<file path="src/rtl/pic_pkg.sv">
package pic_pkg;

  localparam logic [7:0] A_ENA_SET  = 8'h00;
  localparam logic [7:0] A_ENA_CLR  = 8'h04;
  localparam logic [7:0] A_PEND_SET = 8'h08;
  localparam logic [7:0] A_PEND_CLR = 8'h0C;
  localparam logic [7:0] A_VT_BASE  = 8'h10;
  localparam int         PRIO_OFF   = 32;

  // Source index 0 = non-maskable, 1 = hard fault, 2+i = peripheral line i
  function automatic logic [7:0] exc_number(input int unsigned src);
    if (src == 0)      return 8'd2;
    else if (src == 1) return 8'd3;
    else               return 8'(src + 14);
  endfunction

  function automatic logic [31:0] vector_addr(input logic [31:0] base,
                                              input logic [7:0]  num);
    return base + {22'd0, num, 2'b00};
  endfunction

endpackage

</file>
<file path="src/rtl/pic_regs.sv">
module pic_regs
  import pic_pkg::*;
#(
  parameter int NUM_IRQ   = 8,
  parameter int PRIO_BITS = 2,
  parameter int VT_LSB    = 7,
  parameter int NSRC      = NUM_IRQ + 2
) (
  input  logic                                clk,
  input  logic                                rst_n,
  input  logic                                bus_wr,
  input  logic [7:0]                          bus_addr,
  input  logic [31:0]                         bus_wdata,
  output logic [31:0]                         bus_rdata,
  input  logic [NSRC-1:0]                     hw_level,
  input  logic [NSRC-1:0]                     active,
  input  logic [NSRC-1:0]                     take_oh,
  output logic [NSRC-1:0]                     enable_o,
  output logic [NSRC-1:0]                     pend_o,
  output logic [NUM_IRQ-1:0][PRIO_BITS-1:0]   prio_o,
  output logic [31:0]                         base_o
);

  localparam int NPW = (NUM_IRQ + 3) / 4;

  logic [NUM_IRQ-1:0]                en_q;
  logic [NSRC-1:0]                   pend_q;
  logic [NUM_IRQ-1:0][PRIO_BITS-1:0] prio_q;
  logic [31-VT_LSB:0]                base_q;

  logic [NSRC-1:0] sw_set, sw_clr, hw_set, pend_d;

  always_comb begin
    sw_set = '0;
    sw_clr = '0;
    if (bus_wr && bus_addr == A_PEND_SET) sw_set = {bus_wdata[NUM_IRQ-1:0], 2'b00};
    if (bus_wr && bus_addr == A_PEND_CLR) sw_clr = {bus_wdata[NUM_IRQ-1:0], 2'b00};
    hw_set = hw_level & ~active;
    // acknowledge and software clear both override any set
    pend_d = (pend_q | hw_set | sw_set) & ~sw_clr & ~take_oh;
  end

  always_ff @(posedge clk or negedge rst_n) begin
    if (!rst_n) begin
      en_q   <= '0;
      pend_q <= '0;
      prio_q <= '0;
      base_q <= '0;
    end else begin
      pend_q <= pend_d;
      if (bus_wr && bus_addr == A_ENA_SET) en_q <= en_q | bus_wdata[NUM_IRQ-1:0];
      if (bus_wr && bus_addr == A_ENA_CLR) en_q <= en_q & ~bus_wdata[NUM_IRQ-1:0];
      if (bus_wr && bus_addr == A_VT_BASE) base_q <= bus_wdata[31:VT_LSB];
      for (int i = 0; i < NUM_IRQ; i++) begin
        if (bus_wr && bus_addr == 8'(PRIO_OFF + 4 * (i / 4)))
          prio_q[i] <= bus_wdata[8 * (i % 4) + 7 -: PRIO_BITS];
      end
    end
  end

  always_comb begin
    bus_rdata = '0;
    if (bus_addr == A_ENA_SET || bus_addr == A_ENA_CLR)
      bus_rdata = 32'(en_q);
    else if (bus_addr == A_PEND_SET || bus_addr == A_PEND_CLR)
      bus_rdata = 32'(pend_q[NSRC-1:2]);
    else if (bus_addr == A_VT_BASE)
      bus_rdata = base_o;
    else begin
      for (int w = 0; w < NPW; w++) begin
        if (bus_addr == 8'(PRIO_OFF + 4 * w)) begin
          for (int l = 0; l < 4; l++) begin
            if (4 * w + l < NUM_IRQ)
              bus_rdata[8 * l + 7 -: PRIO_BITS] = prio_q[4 * w + l];
          end
        end
      end
    end
  end

  assign enable_o = {en_q, 2'b11};
  assign pend_o   = pend_q;
  assign prio_o   = prio_q;
  assign base_o   = {base_q, {VT_LSB{1'b0}}};

endmodule

</file>
<file path="src/rtl/pic_arbiter.sv">
module pic_arbiter #(
  parameter int NSRC = 10,
  parameter int EW   = 3,
  parameter int IW   = 4
) (
  input  logic [NSRC-1:0]         cand,
  input  logic [NSRC-1:0][EW-1:0] eprio,
  output logic                    sel_valid,
  output logic [IW-1:0]           sel_idx,
  output logic [EW-1:0]           sel_prio
);

  // Scan from the lowest source index; only a strictly smaller value
  // replaces the holder, so ties keep the lowest exception number.
  always_comb begin
    sel_valid = 1'b0;
    sel_idx   = '0;
    sel_prio  = '1;
    for (int s = 0; s < NSRC; s++) begin
      if (cand[s] && (!sel_valid || eprio[s] < sel_prio)) begin
        sel_valid = 1'b1;
        sel_idx   = IW'(s);
        sel_prio  = eprio[s];
      end
    end
  end

endmodule

</file>
<file path="src/rtl/pic_active_stack.sv">
module pic_active_stack #(
  parameter int NSRC   = 10,
  parameter int EW     = 3,
  parameter int IW     = 4,
  parameter int DEPTH  = 6,
  parameter int DW     = 3,
  parameter int THREAD = 6
) (
  input  logic            clk,
  input  logic            rst_n,
  input  logic            push,
  input  logic [IW-1:0]   push_idx,
  input  logic [EW-1:0]   push_prio,
  input  logic            pop,
  output logic [EW-1:0]   cur_prio,
  output logic [DW-1:0]   depth,
  output logic [NSRC-1:0] active
);

  logic [DEPTH-1:0][EW-1:0] prio_stk;
  logic [DEPTH-1:0][IW-1:0] idx_stk;
  logic [DW-1:0]            top;

  assign top = depth - 1'b1;

  always_ff @(posedge clk or negedge rst_n) begin
    if (!rst_n) begin
      prio_stk <= '0;
      idx_stk  <= '0;
      depth    <= '0;
      active   <= '0;
    end else if (pop) begin
      if (depth != '0) begin
        active[idx_stk[top]] <= 1'b0;
        depth                <= top;
      end
    end else if (push && depth < DW'(DEPTH)) begin
      prio_stk[depth]  <= push_prio;
      idx_stk[depth]   <= push_idx;
      active[push_idx] <= 1'b1;
      depth            <= depth + 1'b1;
    end
  end

  assign cur_prio = (depth == '0) ? EW'(THREAD) : prio_stk[top];

endmodule

</file>
<file path="src/rtl/pic_nest_ctrl.sv">
module pic_nest_ctrl
  import pic_pkg::*;
#(
  parameter int NUM_IRQ   = 8,
  parameter int PRIO_BITS = 2
) (
  input  logic                                    clk,
  input  logic                                    rst_n,
  input  logic [NUM_IRQ-1:0]                      irq_lvl,
  input  logic                                    nmi_lvl,
  input  logic                                    hardfault_lvl,
  input  logic                                    bus_wr,
  input  logic [7:0]                              bus_addr,
  input  logic [31:0]                             bus_wdata,
  output logic [31:0]                             bus_rdata,
  output logic                                    exc_req,
  output logic [7:0]                              exc_num,
  output logic [31:0]                             exc_vec_addr,
  input  logic                                    exc_ack,
  input  logic                                    exc_ret,
  output logic [$clog2((1<<PRIO_BITS)+3)-1:0]     cur_prio,
  output logic [31:0]                             msp_init_addr,
  output logic [31:0]                             reset_vec_addr
);

  localparam int LEVELS = 1 << PRIO_BITS;
  localparam int THREAD = LEVELS + 2;
  localparam int EW     = $clog2(LEVELS + 3);
  localparam int NSRC   = NUM_IRQ + 2;
  localparam int IW     = $clog2(NSRC);
  localparam int DEPTH  = LEVELS + 2;
  localparam int DW     = $clog2(DEPTH + 1);
  localparam int VT_LSB = $clog2((16 + NUM_IRQ) * 4);

  logic [NSRC-1:0]                   enable_vec, pend_vec, active_vec, take_oh, cand;
  logic [NUM_IRQ-1:0][PRIO_BITS-1:0] prio_vec;
  logic [NSRC-1:0][EW-1:0]           eprio;
  logic [31:0]                       base;
  logic                              sel_valid, take;
  logic [IW-1:0]                     sel_idx;
  logic [EW-1:0]                     sel_prio;
  logic [DW-1:0]                     stk_depth;

  pic_regs #(
    .NUM_IRQ(NUM_IRQ), .PRIO_BITS(PRIO_BITS), .VT_LSB(VT_LSB), .NSRC(NSRC)
  ) u_regs (
    .clk(clk), .rst_n(rst_n),
    .bus_wr(bus_wr), .bus_addr(bus_addr), .bus_wdata(bus_wdata), .bus_rdata(bus_rdata),
    .hw_level({irq_lvl, hardfault_lvl, nmi_lvl}),
    .active(active_vec), .take_oh(take_oh),
    .enable_o(enable_vec), .pend_o(pend_vec), .prio_o(prio_vec), .base_o(base)
  );

  always_comb begin
    eprio[0] = EW'(0);
    eprio[1] = EW'(1);
    for (int k = 0; k < NUM_IRQ; k++)
      eprio[k + 2] = EW'(prio_vec[k]) + EW'(2);
  end

  assign cand = pend_vec & enable_vec;

  pic_arbiter #(.NSRC(NSRC), .EW(EW), .IW(IW)) u_arb (
    .cand(cand), .eprio(eprio),
    .sel_valid(sel_valid), .sel_idx(sel_idx), .sel_prio(sel_prio)
  );

  assign exc_req      = sel_valid && (sel_prio < cur_prio);
  assign exc_num      = exc_number(32'(sel_idx));
  assign exc_vec_addr = vector_addr(base, exc_num);
  assign take         = exc_req && exc_ack && !exc_ret;
  assign take_oh      = take ? (NSRC'(1) << sel_idx) : '0;

  pic_active_stack #(
    .NSRC(NSRC), .EW(EW), .IW(IW), .DEPTH(DEPTH), .DW(DW), .THREAD(THREAD)
  ) u_stk (
    .clk(clk), .rst_n(rst_n),
    .push(take), .push_idx(sel_idx), .push_prio(sel_prio), .pop(exc_ret),
    .cur_prio(cur_prio), .depth(stk_depth), .active(active_vec)
  );

  assign msp_init_addr  = vector_addr(base, 8'd0);
  assign reset_vec_addr = vector_addr(base, 8'd1);

endmodule

</file>
<file path="config.mk">
export PLATFORM = sky130hd
export DESIGN_NAME = pic_nest_ctrl
export DESIGN_NICKNAME = d
export VERILOG_FILES = /design/src/rtl/pic_pkg.sv /design/src/rtl/pic_regs.sv /design/src/rtl/pic_arbiter.sv /design/src/rtl/pic_active_stack.sv /design/src/rtl/pic_nest_ctrl.sv
export SDC_FILE = /design/constraint.sdc
export NUM_CORES = 1
export LEC_CHECK = 0
export BUFFER_PORTS_ARGS = -buffer_cell sky130_fd_sc_hd__buf_2
export CAP_MARGIN = 40
export CELL_PAD_IN_SITES_DETAIL_PLACEMENT = 0
export CELL_PAD_IN_SITES_GLOBAL_PLACEMENT = 1
export CORE_MARGIN = 2
export CORE_UTILIZATION = 37
export CTS_CLUSTER_SIZE = 20
export DETAILED_ROUTE_END_ITERATION = 7
export GPL_TIMING_DRIVEN = 0
export PLACE_DENSITY_LB_ADDON = 0.1
export SYNTH_ARGS = -nofsm -noshare
export SYNTH_HDL_FRONTEND = slang
export SYNTH_SLANG_ARGS = --single-unit
</file>
<file path="constraint.sdc">
create_clock -name clk -period 12.8 [get_ports clk]
set_clock_uncertainty 0.2 [all_clocks]
set_input_delay 1.28 -clock clk [delete_from_list [all_inputs] [get_ports clk]]
set_output_delay 1.28 -clock clk [all_outputs]
set_load 0.02 [all_outputs]
</file>
Word level (Yosys, flattened, before mapping)

Cells that the tools add are included.

Register bits after elaboration: 114
Input port bits: 55
Output and inout port bits: 140
Word-level logic and storage cells: 207

Add/subtract/negate cells: 13
Order comparisons: 18
Equal/unequal tests: 8
Shifts and indexed selects: 1
Muxes and demuxes: 74
Bitwise operators: 16
Reduce and logical (&&, ||, !) cells: 52

Operators with widths:

| kind                    | number |
|---|---|
| $mux W32                | 2 |
| $mux W10                | 6 |
| $mux W3                 | 20 |
| $and A10 B10 Y10        | 5 |
| $not A10 Y10            | 4 |
| $add A32 B10 Y32        | 1 |
| $add A32 B3 Y32 const B | 1 |
| $or A10 B10 Y10         | 3 |
| $mux W2                 | 14 |
| $lt A3 B3 Y1            | 9 |
| $add A2 B2 Y3 const B   | 8 |
| $bwmux W24              | 1 |
| $logic_and A1 B1 Y1     | 23 |
| $bwmux W18              | 1 |
| $mux W6                 | 3 |
| $eq A8 B4 Y1 const B    | 2 |
| $eq A8 B6 Y1 const B    | 2 |
| $mux W4                 | 4 |
| $mux W8                 | 2 |
| $mux W1                 | 13 |
| $bmux W4 S3             | 1 |
| $demux W4 S3            | 1 |
| $logic_or A1 B1 Y1      | 11 |
| $logic_not A1 Y1        | 10 |
| other kinds (28)        | 35 |

Depth between registers and ports, before layout

Gate-level depths: netlist of the first run.

Depth in word-level cells: 45
Depth in mapped cells: 66
Gate-level depth less buffers: 62

By module

Synthesis of the first run repeated with hierarchy kept, for this count alone.

Cell total of the unflattened synthesis: 940
Area, all modules: 8903.5 µm²

By module, submodules not included:

| module           | times used | cells each | area an instance (µm²) | sequential area each (µm²) |
|---|---|---|---|---|
| pic_regs         | 1          | 258        | 3012.9                 | 1476.4 |
| pic_active_stack | 1          | 240        | 2931.6                 | 1376.3 |
| pic_nest_ctrl    | 1          | 240        | 1556.5                 | 0.0 |
| pic_arbiter      | 1          | 202        | 1402.6                 | 0.0 |

Worst setup path after synthesis of the first run

No wires, ideal clock.

Path kind: reg-to-output
From: register u_regs.pend_q[1], in the netlist u_regs.pend_o[1]
To: output exc_req
Arrival time: 11350 ps
Required time: 11320 ps
Path slack: -30 ps
Cell stages (with the launch flop): 62
Buffers on the path: 3
Path through: dfrtp_1 buf_2 nor2_1 o21ai_0 ha_1 nor2_1 a311o_1 a21oi_1 a31oi_1 ha_1 nand2b_1 a311oi_1 a21oi_1 o41ai_1 a21oi_1 mux2i_1 inv_1 ha_1 [... 26 more ...] a21oi_2 o31a_1 nand2_1 a21o_1 ha_1 a21oi_1 o21bai_1 a211o_1 mux2_1 nand2_1 o21ai_0 mux2i_1 ha_1 a221o_1 nand3b_1 o32a_1 buf_6 inv_4

Word-level cells in the longest chain between the ends: 37
Elaborated cells between the ends (all ways): 54

RTL lines:

| what                                                    | RTL line            | text |
|---|---|---|
| start: declaration                                      | pic_regs.sv:27      | `logic [NSRC-1:0] pend_q;` |
| start signal: assignment                                | pic_regs.sv:50      | `pend_q <= pend_d;` |
| $and A10 B10 Y10 *                                      | pic_nest_ctrl.sv:61 | `assign cand = pend_vec & enable_vec;` |
| $logic_and A1 B1 Y1 *                                   | pic_arbiter.sv:20   | `if (cand[s] && (!sel_valid \|\| eprio[s] < sel_prio)) begin` |
| $mux W3 / $mux W1 (equally long branches)               | pic_arbiter.sv:20   |  |
| $lt A3 B3 Y1 / $logic_not A1 Y1 (equally long branches) | pic_arbiter.sv:20   |  |
| $logic_or A1 B1 Y1                                      | pic_arbiter.sv:20   |  |
| $logic_and A1 B1 Y1                                     | pic_arbiter.sv:20   |  |
| $mux W3 / $mux W1 (equally long branches)               | pic_arbiter.sv:20   |  |
| $lt A3 B3 Y1 / $logic_not A1 Y1 (equally long branches) | pic_arbiter.sv:20   |  |
| [... 22 more ...]                                       | n/a                 |  |
| $mux W3 / $mux W1 (equally long branches)               | pic_arbiter.sv:20   |  |
| $lt A3 B3 Y1 / $logic_not A1 Y1 (equally long branches) | pic_arbiter.sv:20   |  |
| $logic_or A1 B1 Y1                                      | pic_arbiter.sv:20   |  |
| $logic_and A1 B1 Y1                                     | pic_arbiter.sv:20   |  |
| $mux W3 *                                               | pic_arbiter.sv:20   |  |
| via sel_prio[2]                                         | pic_nest_ctrl.sv:41 | `logic [EW-1:0] sel_prio;` |
| $lt A3 B3 Y1 *                                          | pic_nest_ctrl.sv:68 | `assign exc_req = sel_valid && (sel_prio < cur_prio);` |
| $logic_and A1 B1 Y1 *                                   | pic_nest_ctrl.sv:68 |  |
| end: declaration                                        | pic_nest_ctrl.sv:16 | `output logic exc_req,` |

The timed path passes the listed nets; every way through them passes the cells marked *.

Worst setup path in the final report of the first run

From: register u_regs.pend_q[0], in the netlist u_regs.pend_o[0]
To: output exc_req

Word-level cells in the longest chain between the ends: 40
Elaborated cells between the ends (all ways): 59

RTL lines:

| what                                                    | RTL line |
|---|---|
| $and A10 B10 Y10 *                                      | pic_nest_ctrl.sv:61 |
| $mux W3 / $mux W1 (equally long branches)               | pic_arbiter.sv:20 |
| $lt A1 B3 Y1 / $logic_not A1 Y1 (equally long branches) | pic_arbiter.sv:20 |
| $logic_or A1 B1 Y1                                      | pic_arbiter.sv:20 |
| $logic_and A1 B1 Y1                                     | pic_arbiter.sv:20 |
| $mux W3 / $mux W1 (equally long branches)               | pic_arbiter.sv:20 |
| $lt A3 B3 Y1 / $logic_not A1 Y1 (equally long branches) | pic_arbiter.sv:20 |
| $logic_or A1 B1 Y1                                      | pic_arbiter.sv:20 |
| [... 25 more ...]                                       | n/a |
| $mux W3 / $mux W1 (equally long branches)               | pic_arbiter.sv:20 |
| $lt A3 B3 Y1 / $logic_not A1 Y1 (equally long branches) | pic_arbiter.sv:20 |
| $logic_or A1 B1 Y1                                      | pic_arbiter.sv:20 |
| $logic_and A1 B1 Y1                                     | pic_arbiter.sv:20 |
| $mux W3 *                                               | pic_arbiter.sv:20 |
| via sel_prio[2]                                         | pic_nest_ctrl.sv:41 |
| $lt A3 B3 Y1 *                                          | pic_nest_ctrl.sv:68 |
| $logic_and A1 B1 Y1 *                                   | pic_nest_ctrl.sv:68 |

Marks and branches as above.

==> results of run 1 <==
synthesized netlist by cell type (5+ instances only):
cell type	instances	area [sq um]
inv_1	36	135
mux4_2	7	158
a22o_1	12	105
a31oi_1	19	119
nand3_1	9	45.0
buf_4	76	571
nor2_1	45	169
a22oi_1	5	37.5
mux2i_1	17	170
nor3_1	11	55.1
dfrtp_1	114	2850
ha_1	14	175
a221oi_1	10	87.6
mux2_2	65	732
o21ai_0	38	190
and3_1	6	37.5
clkbuf_1	26	97.6
nor2b_1	9	56.3
nand2_1	66	248
mux2_4	21	315
nand2b_1	9	56.3
a21oi_1	36	180
and2_1	25	156
power by group through the flow:
stage / Combinational, uW / Sequential [uW] / Clock, uW
floorplan: 517 / 456 / 0
global placement: 702 / 465 / 0
detailed placement: 706 / 466 / 0
CTS: 797 / 461 / 489
global route: 905 / 469 / 502
finish: 827 / 462 / 477
stage by stage:
step / instance area, sq um / TNS, ps / utilization
detailed placement: 9130 / -121690 / 0.437
global route: 10500 / -830 / 0.505
finish: 10500 / 0 / 0.505
floorplan: 7880 / 0 / -
CTS: 10300 / 0 / 0.494
global placement: 9100 / -133310 / 0.436
logic make-up (layout without fill, tap and decap cells):
family          Yosys count  count (layout)  synth area share
compound gates          190             190             0.182
xor+xnor                  5               5           0.00560
fa+ha+maj                16              16            0.0251
buf+inv                 146             415             0.111
flops                   114             114             0.365
mux                     111             111             0.177
other cells               2              19          0.000961
simple gates            206             206             0.132
routing by layer:
| layer | track usage | wire length, microns |
|---|---|---|
| met4 | 0.0657 | 499 |
| met3 | 0.0373 | 737 |
| met2 | 0.387 | 12500 |
| met1 | 0.276 | 10500 |
| met5 | 0 | 0 |
worst paths after layout:
kind	from	endpoint	slack (ps)	cells after the start
worst max-delay path	u_regs.pend_o[0]	exc_req	90	61
worst min register to register	u_stk.prio_stk[3]	u_stk.prio_stk[3]	300	1
worst min-delay path	u_stk.prio_stk[3]	u_stk.prio_stk[3]	300	1
min in group asynchronous	rst_n	u_regs.base_q[12]	610	1
worst max register to register	u_regs.pend_o[0]	u_stk.prio_stk[16]	780	62
max in group asynchronous	rst_n	asynchronous set/reset pin	11040	2
what timing repair did:
item / 4_1_cts / 5_1_grt
setup endpoints to repair: 76 / 14
buffers inserted: 49 / 14
cloned: 0 / 0
resized for setup: 52 / 28
pin swaps: 23 / 34
hold buffers: 0 / 0
critical path: cells and delay by family (launching register included):
| family | cells | cell delay (ps) |
|---|---|---|
| compound gates | 27 | 4870 |
| fa+ha+maj | 8 | 2070 |
| simple gates | 16 | 1800 |
| mux | 4 | 1100 |
| buf+inv | 6 | 590 |
| flops | 1 | 370 |
cell type report:
class / instances / area (sq um)
plain buffers: 108 / 727
clock buffers: 18 / 439
well taps: 275 / 344
repair buffers: 238 / 1380
inverters: 37 / 149
fillers: 2004 / 10300
flip-flops and latches: 114 / 2860
multi-input cells: 547 / 4490
clock inverters: 14 / 150
sequential cells by signal, indices dropped and copies added (netlist names), named ones only:
register and flops:
u_stk.depth 3, u_regs.prio_o 16, u_stk.active 10, u_stk.prio_stk 18
u_regs.pend_o 10, u_regs.base_q 25, u_stk.idx_stk 24
==> out/results.tsv, run 1 <==
stage	metric	value	unit
timing	min_period	12710	ps
worst_setup_path	worstSetupStartpointType	register	
global_routing	gr-total-overflow	0	
yosys	synthesis.area	7820	sq um
final_layout	areaGrowthSynthToFinish	34.8	%
worst_setup_path	cp-end-kind	output port	
yosys	yosysWarnings	0	
clock_tree	cts.sink_count	114	
routing	drt_drc_violations_left	0	
timing	finalWorstSetupSlack	88.9	ps
timing	slew-limit-headroom	0.451	
routing	post_drt_via_cell_ratio	5.06	
worst_setup_path	critPathMostFrequentCell	ha_4	
yosys	ys_seq_area_frac	0.365	
run_status	run_status	finished, final reports clean	
global_routing	gr_util_all_layers	0.220	
routing	drt_pre_antenna_iters	5	
clock_tree	cts_tree	done	
timing	final-hold-violation-count	0	
routing	routed_wirelength	24200	microns
clock_tree	tritoncts.num_buffers	17	
routing	route.vias.total	6838	
final_layout	instances_no_fill	1351	
clock_tree	cts_root_buf	clkbuf_16	
floorplanning	initial_core_util	0.374	
timing	achievable-frequency	78.7	MHz
worst_setup_path	critical_path_class	register to output port	
clock_tree	clkTransAtPathRegs	60	ps
clock_tree	worst_skew_pair.late_latency	420	ps
yosys	asyncSetResetFlopFracSynth	1.00	
timing	finalSetupViolCount	0	
placement	dpl_wire_length	17800	microns
final_layout	commonest_non_fill_non_tap_cell_in_the_layout	buf_2	
yosys	synth.distinct_cells	87	
pwr	power_frac_comb	0.468	
placement	finalWeightedCongestion	0.828	
placement	pre_cts_ws	-2500	ps
worst_setup_path	arrival_time_at_the_worst_endpoint	11230	ps
pwr	power.ir.vdd_worst	0.155	mV
yosys	post_synth_inst_count	790	
timing	grt_setup_unrepaired	yes	
routing	iter_0_drt_violations	298	
yosys	yosys_most_used_dff	dfrtp_1	
global_routing	antenna_found_initial	0	
pwr	cellPowerDensity	168	nW/um^2
routing	drt.antenna.violating_nets	0	
yosys	yosys_register_bits	114	
floorplanning	floorplan.rows	53	
floorplanning	top_level_ports	195	
pwr	power_report.internal_total	1070	uW
timing	fin_worst_hold_slack	300	ps
placement	placed_cells_incl_taps	1257	
yosys	synth_enable_flop_cells	0	
final_layout	design.final.nets	1132	
pwr	p_seq_frac	0.261	
pwr	net_load_switching_power	692	uW
final_layout	layout.cells.most_common_list	buf_2 (173), buf_4 (138), dfrtp_1 (112), nand2_1 (64), mux2_2 (64)	
clock_tree	cts_h_tree_depth	4	
min_path	hold_class	register to register	
worst_setup_path	slowest_delay	370	ps
timing	worstMarginPinSlew	824	ps
floorplanning	area_of_the_die	22300	sq um
pwr	leakage	0.00522	uW
global_routing	vias_in_the_first_global_route	6747	
clock_tree	max-clock-path-buffers	2	
timing	final_critical_path_share_of_the_clock_period	0.993	
placement	io_buffer_count	174	
pwr	switching_share	0.392	
worst_setup_path	slowest_stage	dfrtp_1	
yosys	synthesis.area_per_instance	9.89	sq um
routing	wl_per_cell	17.9	microns
pwr	power.clock.fraction	0.270	
pwr	total_power	1770	uW
worst_setup_path	worst-path-max-fanout	5	
global_routing	grt_pass1_wl	37800	microns
worst_setup_path	critPathRequiredTime	11320	ps
final_layout	final_layout_size_suffix_gt1_frac	0.486	
floorplanning	width_of_the_die	149	microns
timing	timing.final.max_slew_violations	0	
floorplanning	coreArea	20900	sq um
floorplanning	fp.dieH	149	microns
final_layout	antenna_cells	0	
global_routing	grt_max_degree	64	
job	max_cap_violations	0	
Power figures use the tool's default switching activity.
==> run 2: changes to the inputs <==
PLACE_DENSITY = 0.83   (was not set)
PLACE_DENSITY_LB_ADDON = not set   (was 0.1)
==> run 2 against run 1 <==
Global-route usage decreased by 0.74 points. Critical path depth unchanged. Total power about the same. Via count increased by 3.1%. Sequential cell count unchanged. Sequential share of layout area decreased by 0.31 points. Hold slack improved by 2.2 ps. Sequential power about the same. Utilization increased by 0.59 points. Wire length decreased by 1.0%. Non-clock buffer count increased by 13. Combinational power about the same. Critical path type unchanged. Largest cell class unchanged.
==> out/results.tsv, run 2 (same netlist as run 1, synthesis figures left out) <==
stage	metric	value	unit
global_routing	antenna_found_initial	0	
floorplanning	coreArea	20900	sq um
placement	finalWeightedCongestion	0.883	
global_routing	grt_pass1_wl	36900	microns
clock_tree	clkTransAtPathRegs	60	ps
timing	timing.final.max_slew_violations	0	
worst_setup_path	ff_to_ff_setup_slack	860	ps
final_layout	commonest_non_fill_non_tap_cell_in_the_layout	buf_2	
worst_setup_path	cp-end-kind	output port	
worst_setup_path	timing.critical_path.max_delay_family	compound AO/OA/AOI/OAI gates	
clock_tree	cts_root_buf	clkbuf_16	
final_layout	postLayoutCoreUtil	0.510	
final_layout	largest_register_ffs	25	
timing	grt_setup_unrepaired	yes	
final_layout	finish.instance_area	10700	sq um
placement	io_buffer_count	174	
clock_tree	cts_h_tree_depth	4	
final_layout	largestRegisters	u_regs.base_q (25), u_stk.idx_stk (24), u_stk.prio_stk (18)	
placement	dpl_wire_length	17100	microns
routing	post_drt_via_cell_ratio	5.17	
worst_setup_path	slowest_delay	380	ps
pwr	power_report.internal_total	1080	uW
floorplanning	fp.dieH	149	microns
clock_tree	max-clock-path-buffers	2	
routing	drt_drc_violations_left	0	
pwr	leakage	0.00528	uW
routing	wl_per_cell	17.6	microns
global_routing	gr-total-overflow	0	
routing	route.vias.total	7047	
floorplanning	top_level_ports	195	
final_layout	antenna_cells	0	
worst_setup_path	crit_cells	61	
pwr	power.ir.vdd_worst	0.143	mV
worst_setup_path	worst-path-max-fanout	7	
worst_setup_path	crit-reg2reg-capture	u_stk.idx_stk[21]	
worst_setup_path	critPathMostFrequentCell	ha_4	
final_layout	instances_no_fill	1364	
final_layout	layout.cells.most_common_list	buf_2 (173), buf_4 (151), dfrtp_1 (112), mux2_2 (64), nand2_1 (62)	
worst_setup_path	worstSetupEndpoint	exc_req	
clock_tree	tritoncts.num_buffers	17	
worst_setup_path	critPathRequiredTime	11320	ps
global_routing	vias_in_the_first_global_route	6756	
placement	pre_cts_ws	-2200	ps
clock_tree	cts.sink_count	114	
routing	iter_0_drt_violations	378	
routing	drt.antenna.violating_nets	0	
global_routing	grt_max_degree	69	
pwr	p_seq_frac	0.262	
global_routing	gr_util_all_layers	0.212	
timing	finalWorstSetupSlack	181	ps
pwr	switching_share	0.390	
worst_setup_path	critical_path_class	register to output port	
floorplanning	width_of_the_die	149	microns
worst_setup_path	cp.buffers_inverters	6	
final_layout	top_reg_by_flops	u_regs.base_q	
placement	postPlaceCellArea	9130	sq um
worst_setup_path	r2r_cells	62	
floorplanning	initial_core_util	0.374	
timing	finalSetupViolCount	0	
pwr	power_frac_comb	0.467	
job	max_cap_violations	0	
timing	slew-limit-headroom	0.449	
routing	routed_wirelength	24000	microns
timing	final_critical_path_share_of_the_clock_period	0.986	
final_layout	areaGrowthSynthToFinish	36.4	%
min_path	hold_class	register to register	
final_layout	layout.filler_cells	1885	
timing	min_period	12620	ps
worst_setup_path	timing.rr.start	u_regs.pend_o[0]	
run_status	run_status	finished, final reports clean	
routing	drt_pre_antenna_iters	5	
floorplanning	floorplan.rows	53	
timing	final-hold-violation-count	0	
clock_tree	worst_skew_pair.late_latency	410	ps
final_layout	final_layout_size_suffix_gt1_frac	0.493	
placement	placed_cells_incl_taps	1257	
pwr	cellPowerDensity	166	nW/um^2
worst_setup_path	critical_path_startpoint	u_regs.pend_o[0]	
pwr	net_load_switching_power	688	uW
timing	worstMarginPinSlew	824	ps
worst_setup_path	arrival_time_at_the_worst_endpoint	11140	ps
pwr	power.clock.fraction	0.271	
floorplanning	area_of_the_die	22300	sq um
final_layout	design.final.nets	1145	
worst_setup_path	worstSetupStartpointType	register	
clock_tree	cts_tree	done	
worst_setup_path	slowest_stage	dfrtp_1	
timing	achievable-frequency	79.2	MHz
clock_tree	cts.hold.buffers_added	0	
-- run 2: cell count changes in the layout (fill, tap and decap cells not counted), sizes merged --
cell      previous run  this run
inv                 42        41
clkinv               4         5
buf                320       334
clkinvlp             3         2
-- run 2: final cells by class --
| type | count | area (sq um) | area share |
|---|---|---|---|
| inverter | 37 | 149 | 0.0140 |
| timing repair buffer | 251 | 1480 | 0.139 |
| sequential | 114 | 2860 | 0.268 |
| buffer | 108 | 734 | 0.0689 |
| clock buffer | 19 | 443 | 0.0415 |
| tap | 275 | 344 | 0.0323 |
| multi-input combinational | 547 | 4500 | 0.422 |
| clock inverter | 13 | 150 | 0.0141 |
-- run 2: per-stage QoR --
| step | total power, uW | hold WS, ps | setup TNS, ps |
|---|---|---|---|
| 2_1_floorplan | 973 | 269 | 0 |
| 3_3_place_gp | 1140 | 282 | -94970 |
| 3_5_place_dp | 1160 | 292 | -100250 |
| 4_1_cts | 1740 | 305 | 0 |
| 5_1_grt | 1870 | 320 | -458 |
| 6_report | 1770 | 302 | 0 |
-- run 2: timing repair --
item,in CTS,in global routing
endpoints found under the setup margin,76,58
endpoints found under the hold margin,0,0
resized for setup,49,39
setup buffers,59,17
pin swaps,23,29
-- run 2: how the worst min path moves through the flow --
stage / slack (ps) / startpoint / endpoint / cells after the start
floorplan: 270 / register / register / 2
global placement: 280 / u_stk.prio_stk[12] / u_stk.prio_stk[12] / 1
detailed placement: 290 / u_stk.prio_stk[5] / u_stk.prio_stk[5] / 1
CTS: 300 / u_stk.prio_stk[5] / u_stk.prio_stk[5] / 1
global route: 320 / u_stk.idx_stk[13] / u_stk.idx_stk[13] / 1
finish: 300 / u_stk.idx_stk[7] / u_stk.idx_stk[7] / 1
-- run 2: power by group through the flow --
stage	clock network (uW)	registers [uW]	logic, uW
after floorplan	0	456	517
after global placement	0	463	681
after detailed placement	0	467	695
after CTS	485	462	790
after global routing	501	471	895
final	478	463	825
-- run 2: metal layers --
layer  track usage  wire length [microns]  up-vias
met3        0.0413                   1340       29
met2         0.362                  11900      228
met5             0                      0        -
met1         0.273                  10200     3454
li1              -                      -     3336
met4        0.0629                    531        0
